==> src/rtl/vir_pkg.sv <==
// Package: shared sizes and register offsets for the vectored interrupt
// resolver. Assumes source numbers fit in the control byte source field.
package vir_pkg;
    localparam int NUM_SRC   = 32;
    localparam int NUM_SLOT  = 16;
    localparam int DATA_W    = 32;
    localparam int ADDR_W    = 12;
    localparam int CTRL_W    = 8;
    localparam int EN_BIT    = 5;
    localparam int SRC_W     = $clog2(NUM_SRC);
    localparam int NUM_LVL   = NUM_SLOT + 1;
    localparam int IDLE_LVL  = NUM_LVL;
    localparam int LVL_W     = $clog2(NUM_LVL + 1);
    localparam logic [ADDR_W-1:0] SLOT_ADDR_BASE = 12'h100;
    localparam logic [ADDR_W-1:0] SLOT_CTRL_BASE = 12'h200;
    localparam logic [ADDR_W-1:0] ACK_OFS        = 12'h030;
    localparam logic [ADDR_W-1:0] DEF_OFS        = 12'h034;
endpackage

==> src/rtl/vir_slot_regs.sv <==
// Slot register file. Holds the per-slot service addresses (entry NUM_SLOT
// is the default address) and the per-slot control bytes. It assumes at most
// one write per cycle. All entries clear on reset.
module vir_slot_regs
    import vir_pkg::*;
(
    input  logic              clk,
    input  logic              rst_n,
    input  logic              wr_en,
    input  logic [ADDR_W-1:0] addr,
    input  logic [DATA_W-1:0] wdata,
    output logic [DATA_W-1:0] slot_addr [NUM_LVL],
    output logic [CTRL_W-1:0] slot_ctrl [NUM_SLOT]
);
    // Store addresses and controls on a decoded write.
    always_ff @(posedge clk) begin
        if (!rst_n) begin
            for (int k = 0; k < NUM_LVL; k++)  slot_addr[k] <= '0;
            for (int k = 0; k < NUM_SLOT; k++) slot_ctrl[k] <= '0;
        end else if (wr_en) begin
            for (int k = 0; k < NUM_SLOT; k++) begin
                if (addr == SLOT_ADDR_BASE + ADDR_W'(4 * k)) slot_addr[k] <= wdata;
                if (addr == SLOT_CTRL_BASE + ADDR_W'(4 * k)) slot_ctrl[k] <= wdata[CTRL_W-1:0];
            end
            if (addr == DEF_OFS) slot_addr[NUM_SLOT] <= wdata;
        end
    end


    ctrl_write_lands_chk: assert property (@(posedge clk) disable iff (!rst_n)
        (wr_en && addr == SLOT_CTRL_BASE) |=> slot_ctrl[0] == $past(wdata[CTRL_W-1:0]));
endmodule

==> src/rtl/vir_prio_masks.sv <==
// Priority mask builder. For each level p, mask p holds the sources of the
// enabled slots below p. The idle level uses an all-ones mask. The masks are
// purely combinational from the slot controls.
module vir_prio_masks
    import vir_pkg::*;
(
    input  logic [CTRL_W-1:0]  slot_ctrl [NUM_SLOT],
    output logic [NUM_SRC-1:0] masks     [NUM_LVL+1]
);
    assign masks[0]        = '0;
    assign masks[IDLE_LVL] = '1;

    // Each level adds its own slot's source to the mask of the level above.
    for (genvar p = 0; p < NUM_SLOT; p++) begin : g_lvl
        logic [NUM_SRC-1:0] own_bit;
        assign own_bit    = slot_ctrl[p][EN_BIT]
                          ? (NUM_SRC'(1) << slot_ctrl[p][SRC_W-1:0]) : '0;
        assign masks[p+1] = masks[p] | own_bit;
    end
endmodule

==> src/rtl/vir_prio_stack.sv <==
// Priority tracker. Holds the current service level and one saved level per
// level. An acknowledge read pushes to the most urgent pending level. An
// acknowledge write pops. If both strobes arrive in one cycle, the pop wins.
module vir_prio_stack
    import vir_pkg::*;
(
    input  logic               clk,
    input  logic               rst_n,
    input  logic [NUM_SRC-1:0] pending,
    input  logic [NUM_SRC-1:0] masks [NUM_LVL+1],
    input  logic               ack_rd,
    input  logic               ack_wr,
    output logic [LVL_W-1:0]   cur_lvl,
    output logic [LVL_W-1:0]   ret_lvl
);
    logic [LVL_W-1:0] saved [NUM_LVL];
    logic             found;

    // Search upward for the first level that a pending source reaches.
    always_comb begin
        found   = 1'b0;
        ret_lvl = cur_lvl;
        for (int i = 0; i < NUM_LVL; i++) begin
            if (!found && LVL_W'(i) < cur_lvl && |(pending & masks[i+1])) begin
                found   = 1'b1;
                ret_lvl = LVL_W'(i);
            end
        end
    end

    // Push on a productive acknowledge read; pop on an acknowledge write.
    always_ff @(posedge clk) begin
        if (!rst_n) begin
            cur_lvl <= LVL_W'(IDLE_LVL);
            for (int k = 0; k < NUM_LVL; k++) saved[k] <= LVL_W'(IDLE_LVL);
        end else if (ack_wr) begin
            if (cur_lvl < LVL_W'(IDLE_LVL)) cur_lvl <= saved[cur_lvl];
        end else if (ack_rd && found) begin
            saved[ret_lvl] <= cur_lvl;
            cur_lvl        <= ret_lvl;
        end
    end


    lvl_range_chk: assert property (@(posedge clk) disable iff (!rst_n)
        cur_lvl <= LVL_W'(IDLE_LVL));

    push_raises_chk: assert property (@(posedge clk) disable iff (!rst_n)
        (ack_rd && !ack_wr && found) |=> cur_lvl < $past(cur_lvl));

    empty_search_chk: assert property (@(posedge clk) disable iff (!rst_n)
        (ack_rd && !ack_wr && !found) |=> $stable(cur_lvl));

    idle_pop_chk: assert property (@(posedge clk) disable iff (!rst_n)
        (ack_wr && cur_lvl == LVL_W'(IDLE_LVL)) |=> cur_lvl == LVL_W'(IDLE_LVL));
endmodule

==> src/rtl/vec_irq_resolver.sv <==
// Vectored priority interrupt resolver, top level. It joins the slot
// registers, the mask builder and the priority tracker. It drives the
// interrupt line and serves register reads with one cycle of latency.
// It assumes the caller does not issue reg_rd and reg_wr in the same cycle.
module vec_irq_resolver
    import vir_pkg::*;
(
    input  logic               clk,
    input  logic               rst_n,
    input  logic [NUM_SRC-1:0] src_raw,
    input  logic [NUM_SRC-1:0] src_enable,
    input  logic [NUM_SRC-1:0] fast_select,
    input  logic               reg_wr,
    input  logic               reg_rd,
    input  logic [ADDR_W-1:0]  reg_addr,
    input  logic [DATA_W-1:0]  reg_wdata,
    output logic [DATA_W-1:0]  reg_rdata,
    output logic               irq
);
    logic [DATA_W-1:0]  slot_addr [NUM_LVL];
    logic [CTRL_W-1:0]  slot_ctrl [NUM_SLOT];
    logic [NUM_SRC-1:0] masks     [NUM_LVL+1];
    logic [LVL_W-1:0]   cur_lvl, ret_lvl;
    logic [DATA_W-1:0]  rd_val;
    logic               ack_rd, ack_wr;

    assign ack_rd = reg_rd && reg_addr == ACK_OFS;
    assign ack_wr = reg_wr && reg_addr == ACK_OFS;

    vir_slot_regs u_regs (
        .clk(clk), .rst_n(rst_n), .wr_en(reg_wr), .addr(reg_addr),
        .wdata(reg_wdata), .slot_addr(slot_addr), .slot_ctrl(slot_ctrl)
    );

    vir_prio_masks u_masks (.slot_ctrl(slot_ctrl), .masks(masks));

    vir_prio_stack u_stack (
        .clk(clk), .rst_n(rst_n), .pending(src_raw), .masks(masks),
        .ack_rd(ack_rd), .ack_wr(ack_wr), .cur_lvl(cur_lvl), .ret_lvl(ret_lvl)
    );

    // Raise the line for eligible sources above the current level.
    assign irq = |(src_raw & src_enable & ~fast_select & masks[cur_lvl]);

    // Select read data by offset.
    always_comb begin
        rd_val = '0;
        for (int k = 0; k < NUM_SLOT; k++) begin
            if (reg_addr == SLOT_ADDR_BASE + ADDR_W'(4 * k)) rd_val = slot_addr[k];
            if (reg_addr == SLOT_CTRL_BASE + ADDR_W'(4 * k)) rd_val = DATA_W'(slot_ctrl[k]);
        end
        if (reg_addr == DEF_OFS) rd_val = slot_addr[NUM_SLOT];
        if (reg_addr == ACK_OFS)
            rd_val = (ret_lvl >= LVL_W'(NUM_SLOT)) ? slot_addr[NUM_SLOT] : slot_addr[ret_lvl];
    end

    // Register read data on the read strobe; hold otherwise.
    always_ff @(posedge clk) begin
        if (!rst_n)      reg_rdata <= '0;
        else if (reg_rd) reg_rdata <= rd_val;
    end


    rdata_hold_chk: assert property (@(posedge clk) disable iff (!rst_n)
        !reg_rd |=> $stable(reg_rdata));

    irq_eligible_chk: assert property (@(posedge clk) disable iff (!rst_n)
        irq |-> |(src_raw & src_enable & ~fast_select));
endmodule

==> config.mk <==
export PLATFORM = sky130hd
export DESIGN_NAME = vec_irq_resolver
export DESIGN_NICKNAME = d
export VERILOG_FILES = /design/src/rtl/vir_pkg.sv /design/src/rtl/vir_slot_regs.sv /design/src/rtl/vir_prio_masks.sv /design/src/rtl/vir_prio_stack.sv /design/src/rtl/vec_irq_resolver.sv
export SDC_FILE = /design/constraint.sdc
export NUM_CORES = 2
export LEC_CHECK = 0
export ABC_AREA = 1
export BUFFER_PORTS_ARGS = -buffer_cell sky130_fd_sc_hd__clkbuf_2
export CAP_MARGIN = 0
export CORE_MARGIN = 5
export CORE_UTILIZATION = 31
export CTS_BUF_LIST = sky130_fd_sc_hd__clkbuf_8
export CTS_CLUSTER_SIZE = 12
export DETAILED_ROUTE_END_ITERATION = 12
export PLACE_DENSITY = 0.43
export SLEW_MARGIN = 0
export SYNTH_ARGS = -nofsm -noshare
export SYNTH_HDL_FRONTEND = slang
export SYNTH_SLANG_ARGS = --single-unit
==> constraint.sdc <==
create_clock -name clk -period 5.9 [get_ports clk]
set_input_delay 1.18 -clock clk [delete_from_list [all_inputs] [get_ports clk]]
set_output_delay 1.18 -clock clk [all_outputs]
set_load 0.02 [all_outputs]
==> impl_metrics.env <==
export IMPL_syn_inst=9732
export IMPL_vias_per_cell=5.61
export IMPL_ios=177
export IMPL_cp_data_arrival_time_ns=4.75
export IMPL_htreeDepth=4
export IMPL_first_pass_iters=6
export IMPL_reg2reg_depth=42
export IMPL_grt_pass1_wl_um=526000
export IMPL_final_util_pct=39.6
export IMPL_hold_path_class="register to register"
export IMPL_reg2reg_slack_ns=0.17
export IMPL_period_share_pct=100
export IMPL_whs_endpoint="u_regs.slot_ctrl[111]"
export IMPL_finalClockSkew_ns=0.0793
export IMPL_overflow=0
export IMPL_start_util_pct=31.2
export IMPL_required_ns=4.72
export IMPL_drt_iter0_drc=8873
export IMPL_rsz0062_at_grt="yes"
export IMPL_dp_cells=12700
export IMPL_yosys_top_cells_count="nand2_1 (2702), nor2_1 (1269), o21ai_0 (944)"
export IMPL_synth_top_area_share_pct=24.3
export IMPL_slew_viol_final=0
export IMPL_portBuffers=176
export IMPL_cts_root_buf="clkbuf_8"
export IMPL_violations="negative setup slack"
export IMPL_num_rows=159
export IMPL_synth_area_um2=58800
export IMPL_grt_start_max_net_pins=183
export IMPL_drv_cap=0
export IMPL_die_y_um=445
export IMPL_vias=73800
export IMPL_status="finished with violations"
export IMPL_slew_headroom_pct=6.16
export IMPL_period_needed_ns=5.93
export IMPL_ys_flop_type="dfxtp_1"
export IMPL_worstHoldPathCells=2
export IMPL_syn_avg_cell_area_um2=6.04
export IMPL_netlist_cell_type_count=55
export IMPL_fmax_ghz=0.169
export IMPL_synth_edf_count=160
export IMPL_wirelength_um=383000
export IMPL_worstSetupEndpointType="primary output"
export IMPL_grt_total_usage_pct=36.8
export IMPL_ys_ff_latch=874
export IMPL_wl_per_cell_um=29.1
export IMPL_startpoint_type="register"
export IMPL_cts_made_buffers=163
export IMPL_setup_slack_ns=-0.0288
export IMPL_worst_pin_slew_ns=1.37
export IMPL_hold_buffers=0
export IMPL_clk_pin_slew_ns=0.05
export IMPL_ys_seq_area_share_pct=32.5
export IMPL_r2r_end="reg_rdata[16]"
export IMPL_min_from="u_regs.slot_ctrl[111]"
export IMPL_area_growth_pct=26.7
export IMPL_cts_buffer_depth=3
export IMPL_setup_violations_final=1
export IMPL_worst_path_max_fanout=11
export IMPL_stdcell_count=13100
export IMPL_antenna_found_initial=21
export IMPL_core_um2=188000
export IMPL_dieArea_um2=198000
export IMPL_peakVddDrop_uv=185
export IMPL_p_leak_uw=0.0314
export IMPL_hold_viol=0
export IMPL_clock_latency_ns=0.94
export IMPL_power_density_nw_per_um2=174
export IMPL_cts_tree="done"
export IMPL_yosysWarnings=0
export IMPL_synth_area_leader_cell="dfxtp_1"
export IMPL_drive_above_1_share_pct=18.3
export IMPL_reg2reg_from="u_regs.slot_ctrl[105]"
export IMPL_gp_congestion=1.06
export IMPL_first_global_vias=68700
export IMPL_criticalPathCategory="register to primary output"
export IMPL_cts_sinks=874
export IMPL_finish_instance_area_um2=74400
export IMPL_drtAntennaViolNets=0
export IMPL_hpwlAfterDp_um=287000
export IMPL_fin_setup_tns_ns=-0.0288
export IMPL_die_x_um=445
export IMPL_synthTopCellsByArea="dfxtp_1 (24%), nand2_1 (17%), edfxtp_1 (8.2%)"
export IMPL_yosysMostFrequentCell="nand2_1"
export IMPL_pre_cts_ws_ns=-0.598
export IMPL_drc_errors=0
export IMPL_place_area_um2=67700
export IMPL_async_flop_share_pct=0
export IMPL_nets=10700
-- how the worst max path moves through the flow --
stage	from	to	slack, ns
5_1_grt	u_regs.slot_ctrl[114]	irq	-0.16
3_5_place_dp	src_raw[19]	u_stack.saved[16][4]	-0.60
6_report	u_regs.slot_ctrl[125]	irq	-0.03
3_3_place_gp	src_raw[19]	u_stack.saved[16][2]	-0.61
2_1_floorplan	src_raw[23]	u_stack.saved[10][0]	1.50
4_1_cts	u_regs.slot_ctrl[124]	irq	-0.06
-- logic make-up after synthesis --
kind of cell | after synthesis | share of synthesized area, %
other cells | 2 | 0.0128
simple gates | 5025 | 35.1
flops | 874 | 32.5
buf+inv | 1545 | 10.6
compound gates | 2286 | 21.8
-- what timing repair did --
item,4_1_cts,5_1_grt
buffers inserted,102,55
setup endpoints to repair,209,209
pin swaps,118,137
gates resized for setup,322,243
gates cloned,1,5
-- stage by stage --
stage / hold slack [ns] / power (µW)
2_1_floorplan: 0.425 / 6560
3_3_place_gp: 0.446 / 6990
3_5_place_dp: 0.450 / 6990
4_1_cts: 0.459 / 13100
5_1_grt: 0.478 / 13300
6_report: 0.458 / 12900
-- cell type report --
cell class,count,area [µm²]
fillers,20900,114000
clock inverters,87,512
diodes,13,32.5
well taps,2495,3120
flip-flops and latches,874,19200
clock buffers,202,2780
repair buffers,1232,9810
inverters,858,3270
multi-input cells,7388,35700
-- layout by cell type (no fill, tap or decap), drive strengths merged, types with 77 or more instances in the layout --
| cell type | instances |
|---|---|
| a211oi | 83 |
| a21oi | 733 |
| buf | 1051 |
| clkbuf | 382 |
| conb | 77 |
| dfxtp | 714 |
| edfxtp | 160 |
| inv | 900 |
| nand2 | 2707 |
| nand3 | 692 |
| nand4 | 208 |
| nor2 | 1304 |
| o211ai | 79 |
| o21ai | 1119 |
-- registers in the layout, summed over array words and instances (netlist names), named ones only --
name              flops
u_regs.slot_addr    544
u_stack.saved       160
u_regs.slot_ctrl    128
reg_rdata            32
u_stack.cur_lvl       5
-- layer usage --
metal  wire length, µm  track usage [%]
met4             26400             21.1
met2            169000             58.3
met3             30300             5.89
met1            157000             47.7
met5                66                0
-- power by group --
group | internal [µW] | switching, µW
sequential | 6100 | 24.9
combinational | 168 | 592
clock | 3190 | 2850
total | 9460 | 3470
-- critical path, stage by stage, from the launching register on --
cell	delay, ns
dfxtp_2	0.33
inv_2	0.06
nor2_2	0.04
buf_12	0.15
nand4_1	0.19
nand3_2	0.12
nor2_2	0.15
nand3_2	0.16
nor2_2	0.13
nand4_1	0.21
buf_4	0.22
nor2_2	0.07
buf_4	0.13
nand4_1	0.12
buf_6	0.18
inv_2	0.07
o211ai_1	0.28
o2111ai_1	0.20
buf_4	0.18
a211oi_1	0.10
nor4_2	0.16
nand2_1	0.09
nor2_1	0.15
nand4_1	0.15
clkbuf_8	0.19
(Power assumes the default switching activity.)
